File: config.mk
export PLATFORM = sky130hd
export DESIGN_NAME = pm_state_ctrl
export DESIGN_NICKNAME = d
export VERILOG_FILES = /design/src/rtl/pm_state_ctrl.sv
export SDC_FILE = /design/constraint.sdc
export NUM_CORES = 1
export LEC_CHECK = 0
export BUFFER_PORTS_ARGS = -buffer_cell sky130_fd_sc_hd__buf_2
export CAP_MARGIN = 40
export CORE_MARGIN = 2
export CORE_UTILIZATION = 39
export DETAILED_ROUTE_END_ITERATION = 10
export PLACE_DENSITY_LB_ADDON = 0.1
export SETUP_SLACK_MARGIN = 0.15
export SLEW_MARGIN = 30
export SYNTH_ARGS = -nofsm -noshare
export SYNTH_HDL_FRONTEND = slang
export SYNTH_SLANG_ARGS = --single-unit
File: constraint.sdc
create_clock -name clk -period 2.3 [get_ports clk]
set_input_delay 0.46 -clock clk [delete_from_list [all_inputs] [get_ports clk]]
set_output_delay 0.46 -clock clk [all_outputs]
set_load 0.02 [all_outputs]
File: src/rtl/pm_state_ctrl.sv
module pm_state_ctrl #(
  parameter int DATA_W = 16,
  parameter int CMD_W  = 3
) (
  input  logic              clk,
  input  logic              rst_n,
  input  logic              cfg_wr,
  input  logic              cfg_rd,
  input  logic              cfg_addr,
  input  logic [DATA_W-1:0] cfg_wdata,
  output logic [DATA_W-1:0] cfg_rdata,
  input  logic              strap_d1_ok,
  input  logic              strap_d2_ok,
  input  logic              strap_keep_ctx,
  output logic [2:0]        dstate,
  output logic              l1_req,
  output logic              soft_rst
);
  localparam int WAKE_BIT = 8;
  localparam logic [1:0] ST_D0 = 2'd0, ST_D1 = 2'd1, ST_D2 = 2'd2, ST_D3 = 2'd3;

  logic [1:0]       ps;
  logic [CMD_W-1:0] cmd;
  logic             wake_en;

  logic       wr_pm, wr_cmd, supported, legal, accept, entry, do_srst;
  logic [1:0] tgt;

  assign tgt       = cfg_wdata[1:0];
  assign wr_pm     = cfg_wr && (cfg_addr == 1'b0);
  assign wr_cmd    = cfg_wr && (cfg_addr == 1'b1);
  assign supported = !((tgt == ST_D1) && !strap_d1_ok) && !((tgt == ST_D2) && !strap_d2_ok);
  assign legal     = supported && ((tgt == ST_D0) || (tgt >= ps));
  assign accept    = wr_pm && legal;
  assign entry     = accept && (tgt != ST_D0) && (tgt != ps);
  assign do_srst   = accept && (ps == ST_D3) && (tgt == ST_D0) && !strap_keep_ctx;

  logic unused_wdata;
  assign unused_wdata = ^{cfg_wdata[DATA_W-1:WAKE_BIT+1], cfg_wdata[WAKE_BIT-1:2]};

  always_ff @(posedge clk) begin
    if (!rst_n) begin
      ps       <= ST_D0;
      cmd      <= '0;
      wake_en  <= 1'b0;
      l1_req   <= 1'b0;
      soft_rst <= 1'b0;
    end else begin
      soft_rst <= do_srst;
      if (wr_pm) wake_en <= cfg_wdata[WAKE_BIT];
      if (accept) ps <= tgt;
      if (do_srst) cmd <= '0;
      else if (wr_cmd) cmd <= cfg_wdata[CMD_W-1:0];
      if (entry) l1_req <= 1'b1;
      else if (cfg_wr || cfg_rd) l1_req <= 1'b0;
    end
  end

  always_comb begin
    cfg_rdata = '0;
    if (cfg_addr == 1'b0) begin
      cfg_rdata[1:0]      = ps;
      cfg_rdata[2]        = strap_keep_ctx;
      cfg_rdata[WAKE_BIT] = wake_en;
    end else begin
      cfg_rdata[CMD_W-1:0] = cmd;
    end
  end

  assign dstate = (ps == ST_D0) ? {2'b00, |cmd} : {1'b0, ps} + 3'd1;

  AST_NO_UNSUP_D1: assert property (@(posedge clk) disable iff (!rst_n)
    !strap_d1_ok |-> ps != ST_D1);
  AST_NO_UNSUP_D2: assert property (@(posedge clk) disable iff (!rst_n)
    !strap_d2_ok |-> ps != ST_D2);
  AST_NO_DEMOTE: assert property (@(posedge clk) disable iff (!rst_n)
    (ps != $past(ps) && ps != ST_D0) |-> ps > $past(ps));
  AST_L1_ON_ENTRY: assert property (@(posedge clk) disable iff (!rst_n)
    (ps != $past(ps) && ps != ST_D0) |-> l1_req);
  AST_SRST_ONE_CYCLE: assert property (@(posedge clk) disable iff (!rst_n)
    soft_rst |=> !soft_rst);
  AST_SRST_FROM_D3: assert property (@(posedge clk) disable iff (!rst_n)
    soft_rst |-> (ps == ST_D0 && $past(ps) == ST_D3 && cmd == '0));
  AST_KEEP_NO_SRST: assert property (@(posedge clk) disable iff (!rst_n)
    strap_keep_ctx |-> !soft_rst);
endmodule

Yosys cells after proc, flatten, opt, wreduce, memory -nomap -nowiden
Index checks and enable logic that the tools add are counted.
{"block": "op_classes", "addsub": 1, "magnitude_cmp": 1, "n_eq_ne": 4, "muxes": 5, "bitwise_logic": 2, "reduce_logical": 25}
{"op": "$logic_and 1x1->1", "n": 12}
{"op": "$mux 3", "n": 2}
{"op": "$logic_not 1->1", "n": 5}
{"op": "$eq 2x2->1 const B", "n": 2}
{"op": "$logic_not 2->1", "n": 2}
{"op": "$reduce_bool 2->1", "n": 2}
{"op": "$add 2x1->3 const B", "n": 1}
{"op": "$mux 1", "n": 3}
{"op": "$reduce_or 3->1", "n": 1}
{"op": "$eq 2x1->1 const B", "n": 1}
{"op": "$ge 2x2->1", "n": 1}
{"op": "$logic_or 1x1->1", "n": 2}
{"op": "$ne 2x2->1", "n": 1}
{"op": "$not 1->1", "n": 2}
{"op": "$reduce_or 2->1", "n": 1}
{"block": "totals", "register_bits": 8, "inputBits": 24, "output_inout_bits": 21, "wordCells": 43}

Depth between registers and ports, before layout
Gate-level depths: netlist (run 1).
{"block": "depth", "word_depth": 10, "ltp_mapped": 7, "mapped_depth_nobuf": 6}

Least setup slack after synthesis (run 1)
OpenSTA, ideal clock, no wires.
{"block": "synth_timing", "path_kind": "input -> register", "start": "input port cfg_wdata[0]", "end": "register ps[0]", "setup_ps": 72, "t_arrival_ps": 1866, "required_ps": 2228, "slack_ps": 362, "cell_stages": 7, "path_buffers": 1, "cell_sequence": "buf_6 -> inv_1 -> ha_1 -> nor3b_4 -> o31a_1 -> a2111oi_2 -> mux2i_1"}
{"block": "synth_via", "elab_chain_cells": 6, "word_cells_on_any_way": 12, "classes_between": "1 x order compare; 2 x eq/ne; 9 x reduce/logical"}
{"item": "start, declared", "line_no": "10", "rtl": "input logic [DATA_W-1:0] cfg_wdata,"}
{"item": "$eq 2x1->1 or $eq 2x2->1 (tied branches)", "line_no": "32", "rtl": "assign supported = !((tgt == ST_D1) && !strap_d1_ok) && !((tgt == ST_D2) && !strap_d2_ok);"}
{"item": "$logic_and 1x1->1", "line_no": "32"}
{"item": "$logic_not 1->1", "line_no": "32"}
{"item": "$logic_and 1x1->1", "line_no": "32"}
{"item": "$logic_and 1x1->1", "line_no": "33", "rtl": "assign legal = supported && ((tgt == ST_D0) || (tgt >= ps));"}
{"item": "$logic_and 1x1->1", "line_no": "34", "rtl": "assign accept = wr_pm && legal;"}
{"item": "end signal, assigned", "line_no": "51", "rtl": "if (accept) ps <= tgt;"}
{"item": "end, declared", "line_no": "22", "rtl": "logic [1:0] ps;"}
Parallel ways exist; a longest one is shown, timed or not.
A chain may end at the register's enable or synchronous reset.

Worst setup path in the final report (run 1)
{"block": "layout_timing", "start": "register ps[0]", "end": "register ps[0]"}
{"block": "layout_via", "elab_chain_cells": 4}
{"item": "$ge 2x2->1", "line_no": "33"}
{"item": "$logic_or 1x1->1", "line_no": "33"}
{"item": "$logic_and 1x1->1", "line_no": "33"}
{"item": "$logic_and 1x1->1", "line_no": "34"}
Every way passes these cells.

==> results of run 1 <==
==> per-stage QoR <==
step,instance area (um^2),util,total power [uW],setup WS (ps)
after floorplan,668,-,243,362
after global placement,691,0.458,255,273
after detailed placement,691,0.458,256,262
after CTS,713,0.473,370,457
after global routing,713,0.473,387,366
final,713,0.473,361,473
==> worst max-delay path by stage <==
stage | start | endpoint | cells after the start
CTS | ps[0] | ps[0] | 5
floorplan | cfg_wdata[0] | ps[0] | 7
detailed placement | cfg_wdata[0] | ps[0] | 7
finish | ps[0] | ps[0] | 5
global placement | cfg_wdata[0] | ps[0] | 7
global route | ps[0] | ps[0] | 5
==> registers in the layout, indices dropped and copies added, names as in the netlist <==
register / cells
l1_req: 1
wake_en: 1
soft_rst: 1
cmd: 3
ps: 2
==> cell type report <==
class,instances,area [um^2],share of cell area
Clock buffer,3,22.5,0.0316
Inverter,4,15.0,0.0211
Multi-Input combinational cell,60,388,0.544
Sequential cell,8,160,0.225
Tap cell,16,20.0,0.0281
Timing Repair Buffer,21,108,0.151
==> worst register-to-register path, stage by stage, from the launching register on <==
cell	delay, ps
dfxtp_1	380
ha_1	390
nor3b_4	60
o31a_1	280
a2111oi_2	440
mux2i_1	220
==> layer usage <==
layer	share of wire	vias up
li1	-	280
met1	0.50	229
met2	0.40	24
met3	0.081	2
met4	0.012	0
met5	0	-
==> cells in the final DEF (no fill, tap or decap), types with 2 or more instances in the layout <==
cell | synthesis | layout
o21ai_0 | 2 | 2
buf_2 | 0 | 20
ha_1 | 5 | 5
conb_1 | 1 | 12
a21oi_1 | 6 | 6
nor4b_1 | 2 | 2
nand2b_1 | 2 | 2
inv_1 | 4 | 4
mux2i_1 | 2 | 2
nor3_1 | 2 | 2
clkbuf_4 | 0 | 3
dfxtp_1 | 8 | 8
nor2_1 | 2 | 2
nand3_1 | 3 | 3
nand2_1 | 9 | 9
==> cells by family after synthesis <==
family                     count (synthesis)
and+or+nand+nor                           26
buffers and inverters                     18
AOI/OAI and AO/OA                         14
DFF                                        8
adders and majority gates                  5
muxes                                      3
other                                      1
==> where the power goes <==
part	switching, uW	total (uW)	internal (uW)
Combinational	67.5	103	35.9
Clock	48.7	109	59.8
Sequential	4.73	149	145
==> impl_metrics.csv, run 1 <==
group,metric,value,unit
grt,grt_use_met2,0.191,
logic_synthesis,synth-seq-cells,8,
logic_synthesis,synth_area_per_cell,8.36,um^2
pwr,vdd_drop_max,0.000224,V
grt,grt_use_met3,0.0367,
setup_path,cp_num_buf_inv,0,
clock_network,numCtsBuffers,3,
sta,rsz0062_at_grt,"false",
grt,grt_overflow_total,0,
logic_synthesis,synth-simple-area-share,0.242,
min_path,worstHoldStart,"wake_en",
drt,num_vias,535,
clock_network,h-tree-depth,1,
setup_path,cpPeakStageDelay,440,ps
floorplanning,dieHeight,44.1,um
grt,use_met1,0.165,
cells_and_area,stdcell_count,112,
sta,hold_violations,0,
logic_synthesis,yosysWarnings,0,
logic_synthesis,yosys-top-cells-count,"12 x buf_4, 9 x nand2_1, 8 x dfxtp_1",
sta,setup_viol,0,
placed_design,dp_hpwl,932,um
drt,wl,1.14,mm
floorplanning,die_area,0.00194,mm^2
clock_network,clk_path_buf_depth,2,
sta,slew-limit-headroom,0.612,
setup_path,cp_max_fo,6,
setup_path,worstPathArrival,2010,ps
logic_synthesis,synth-compound-area-share,0.156,
grt,globalRouteTotalUtil,0.128,
clock_network,clk_pin_slew_worst_paths,60,ps
grt,grt_pass1_wl,1.82,mm
drt,drt_iter0_markers,7,
cells_and_area,fill_cells,168,
logic_synthesis,synth_top_family_by_area,"simple AND/OR/NAND/NOR gates",
logic_synthesis,synthArstFlopShare,0,
setup_path,critical_path.top_delay_family,"compound AO/OA/AOI/OAI gates",
sta,skew,0.995,ps
setup_path,cp-end-kind,"flop",
logic_synthesis,syn_inst,75,
clock_network,cts-resized-gates,0,
logic_synthesis,yosysSeqAreaShare,0.255,
logic_synthesis,ys.flop_type,"dfxtp_1",
logic_synthesis,yosysMostFrequentCell,"buf_4",
placed_design,io_buffers,20,
min_path,whs_endpoint,"wake_en",
logic_synthesis,synthDominantCellAreaShare,0.255,
setup_path,timing.reg2reg.setup_slack,470,ps
clock_network,cts.sinks,8,
grt,antenna_found_initial,0,
logic_synthesis,synthAdderAreaFrac,0.0998,
setup_path,cp-start-kind,"flop",
floorplanning,fp.dieW,44.1,um
sta,slew_violations,0,
cells_and_area,num-nets-final,127,
run_status,status,"finished, final reports clean",
logic_synthesis,muxShareOfSynthArea,0.0499,
setup_path,worstPathCellList,"ha_1, nor3b_4, o31a_1, a2111oi_2, mux2i_1",
placed_design,place_inst,109,
logic_synthesis,syn_area,627,um^2
floorplanning,ios,45,
setup_path,worstRegToRegCells,5,
grt,grt_pass1_vias,432,
sta,max_slew.worst_pin.slew,574,ps
cells_and_area,area_delta_synth_final,13.8,%
cells_and_area,diodes,0,
setup_path,r2r_start,"ps[0]",
pwr,p_per_area,506,mW/mm^2
floorplanning,core_area,0.00151,mm^2
clock_network,post-cts-setup-buffers,0,
logic_synthesis,synthTopCellsByArea,"dfxtp_1 26%, buf_4 14%, ha_1 10%",
min_path,holdPathStages,2,
setup_path,critPathRequiredTime,2480,ps
drt,firstDrtPassIters,4,
floorplanning,initial_core_util,0.416,
sta,worst_hold_slack,456,ps
pwr,leakage,0.000346,uW
floorplanning,fp-row-count,14,
sta,finalSetupTns,0,ps
min_path,hp-class,"flop to flop",
logic_synthesis,synth.distinct_cells,29,
clock_network,cts-root-buf,"clkbuf_4",
cells_and_area,drive_gt1_frac,0.302,
drt,ant_nets,0,
setup_path,slowest_stage,"a2111oi_2",
logic_synthesis,yosys.area.top_type,"dfxtp_1",
setup_path,reg2reg_to,"ps[0]",
drt,wire_per_inst,10.2,um
logic_synthesis,synth_xor_area_frac,0,
drt,drc,0,
clock_network,cts_hold_buf,0,
sta,maxClockFrequency,547,MHz
clock_network,clk_latency,250,ps
grt,busiest_layer,"met2",
setup_path,worstSetupPathType,"flop to flop",
job,maxCapViolCount,0,
drt,vias_per_cell,4.78,
sta,period_share,0.794,
sta,period_needed,1830,ps
clock_network,cts_tree,"done",
placed_design,routabilityCongestion,0.748,
logic_synthesis,synth_edf_count,0,
grt,grt_max_degree,13,
Power figures use the tool's default switching activity.
==> run 2: changes to the inputs <==
--- a/config.mk
+++ b/config.mk
@@ -5,6 +5,7 @@
 export SDC_FILE = /design/constraint.sdc
 export NUM_CORES = 1
 export LEC_CHECK = 0
+export ABC_AREA = 1
 export BUFFER_PORTS_ARGS = -buffer_cell sky130_fd_sc_hd__buf_2
 export CAP_MARGIN = 40
 export CORE_MARGIN = 2
==> constraint.sdc (replaced) <==
create_clock -name clk -period 1.7 [get_ports clk]
set_input_delay 0.34 -clock clk [delete_from_list [all_inputs] [get_ports clk]]
set_output_delay 0.34 -clock clk [all_outputs]
set_load 0.02 [all_outputs]
==> impl_metrics.csv, run 2 <==
group,metric,value,unit
sta,hold_violations,0,
placed_design,place_inst,120,
pwr,p_per_area,688,mW/mm^2
cells_and_area,stdcell_count,125,
logic_synthesis,syn_area,607,um^2
grt,grt_pass1_vias,419,
setup_path,crit_top_cell,"buf_4",
clock_network,cts-root-buf,"clkbuf_4",
pwr,clkPwrFrac,0.280,
setup_path,slowest_stage,"dfxtp_4",
grt,grt_overflow_total,0,
floorplanning,core_area,0.00149,mm^2
pwr,leakage,0.000392,uW
setup_path,cp-end-kind,"primary output",
min_path,hp-class,"primary input to flop",
cells_and_area,num-nets-final,140,
floorplanning,dieHeight,43.4,um
setup_path,worstPathCellList,"buf_4, buf_4, o21ai_1, buf_4",
pwr,vdd_drop_max,0.000434,V
setup_path,critPathRequiredTime,1360,ps
pwr,p_sw,171,uW
drt,vias_per_cell,4.39,
grt,antenna_found_initial,0,
sta,maxClockFrequency,682,MHz
pwr,combPwrFrac,0.315,
logic_synthesis,synthTopCellsByArea,"dfxtp_1 26%, buf_4 16%, ha_1 10%",
grt,grt_max_degree,14,
drt,drt_iter0_markers,2,
sta,skew,3.81,ps
floorplanning,fp-row-count,14,
logic_synthesis,synthArstFlopShare,0,
logic_synthesis,yosysWarnings,0,
sta,period_needed,1470,ps
floorplanning,die_area,0.00189,mm^2
sta,worst_hold_slack,339,ps
drt,wl,1.11,mm
sta,final.setup.worst_slack,233,ps
cells_and_area,top_regs,"cmd (3), ps (2)",
sta,period_share,0.863,
placed_design,dp_hpwl,893,um
drt,num_vias,549,
clock_network,cts_tree,"done",
floorplanning,initial_core_util,0.408,
clock_network,clk_path_buf_depth,2,
grt,globalRouteTotalUtil,0.123,
setup_path,worstSetupPathType,"flop to primary output",
setup_path,cpPeakStageDelay,350,ps
clock_network,clk_pin_slew_worst_paths,50,ps
drt,ant_nets,0,
cells_and_area,registers.top_by_ff_count,"cmd",
placed_design,io_buffers,20,
logic_synthesis,syn_inst,86,
cells_and_area,drive_gt1_frac,0.349,
pwr,internal_power,332,uW
sta,slew_violations,0,
sta,rsz0062_at_grt,"false",
logic_synthesis,synth_edf_count,0,
sta,finalSetupTns,0,ps
clock_network,numCtsBuffers,3,
cells_and_area,layout_common_cells,"19 x buf_2, 13 x nand2_1, 12 x conb_1",
clock_network,cts.sinks,8,
sta,setup_viol,0,
pwr,swShare,0.339,
drt,drc,0,
pwr,p_seq_frac,0.405,
logic_synthesis,synth.distinct_cells,19,
drt,wire_per_inst,8.89,um
clock_network,h-tree-depth,1,
placed_design,dp_slack,259,ps
drt,firstDrtPassIters,3,
logic_synthesis,synth_area_per_cell,7.06,um^2
placed_design,routabilityCongestion,0.726,
setup_path,worstPathArrival,1130,ps
grt,grt_pass1_wl,1.75,mm
logic_synthesis,yosys.area.top_type,"dfxtp_1",
setup_path,cp_max_fo,4,
logic_synthesis,synth-seq-cells,8,
cells_and_area,area_delta_synth_final,20.4,%
setup_path,cp-start-kind,"flop",
run_status,status,"finished, final reports clean",
logic_synthesis,synthDominantCellAreaShare,0.264,
floorplanning,ios,45,
floorplanning,fp.dieW,43.4,um
clock_network,clk_latency,250,ps
job,maxCapViolCount,0,
logic_synthesis,yosys-top-cells-count,"13 x buf_4, 13 x nand2_1, 10 x inv_1",
logic_synthesis,ys.flop_type,"dfxtp_1",
cells_and_area,diodes,0,
cells_and_area,largest_reg_flops,3,
cells_and_area,final_common_cell,"buf_2",
logic_synthesis,yosysSeqAreaShare,0.264,
[run 2: layout make-up]
type	instances	area (um^2)
repair buffers	22	118
flip-flops and latches	8	168
inverters	11	41.3
clock buffers	3	22.5
multi-input cells	65	362
fillers	166	758
well taps	16	20.0
[run 2: logic make-up after synthesis]
| kind of cell | synth area share |
|---|---|
| other | 0.00618 |
| adders and majority gates | 0.103 |
| AOI/OAI and AO/OA | 0.118 |
| and+or+nand+nor | 0.280 |
| DFF | 0.264 |
| buffers and inverters | 0.229 |
[run 2: final timing paths]
| kind | endpoint | depth (start not counted) | slack (ps) | start |
|---|---|---|---|---|
| worst min register to register | l1_req | 2 | 470 | l1_req |
| worst max-delay path | dstate[0] | 4 | 230 | ps[0] |
| worst max register to register | ps[1] | 8 | 400 | ps[1] |
| worst min-delay path | wake_en | 3 | 340 | cfg_wdata[8] |
[run 2: through the flow]
step,power (uW),util,cell area [um^2]
after floorplan,334,-,648
after global placement,353,0.450,671
after detailed placement,354,0.450,671
after CTS,498,0.469,698
after global routing,543,0.491,731
final,503,0.491,731
[run 2: power groups by stage]
stage	sequential, uW	combinational [uW]	clock (uW)
finish	204	158	141
global route	205	177	161
CTS	205	145	148
detailed placement	209	144	0
global placement	209	144	0
floorplan	208	127	0
[run 2: what timing repair did]
| action | 4_1_cts | 5_1_grt |
|---|---|---|
| gates resized for setup | 3 | 7 |
| setup buffers | 0 | 2 |
| pin swaps | 0 | 1 |
| setup endpoints to repair | 2 | 1 |
| hold buffers | 0 | 0 |
[run 2: critical path: cells and delay by family, from the launching register on]
family                 cells  cell delay (ps)
DFF                        1              350
AOI/OAI and AO/OA          1              120
buffers and inverters      3              410
[run 2: per-layer routing]
layer | track usage | vias to the layer above | share of wire
li1 | - | 300 | -
met1 | 0.162 | 228 | 0.48
met2 | 0.185 | 19 | 0.45
met3 | 0.0125 | 2 | 0.059
met4 | 0.0909 | 0 | 0.0072
met5 | 0 | - | 0
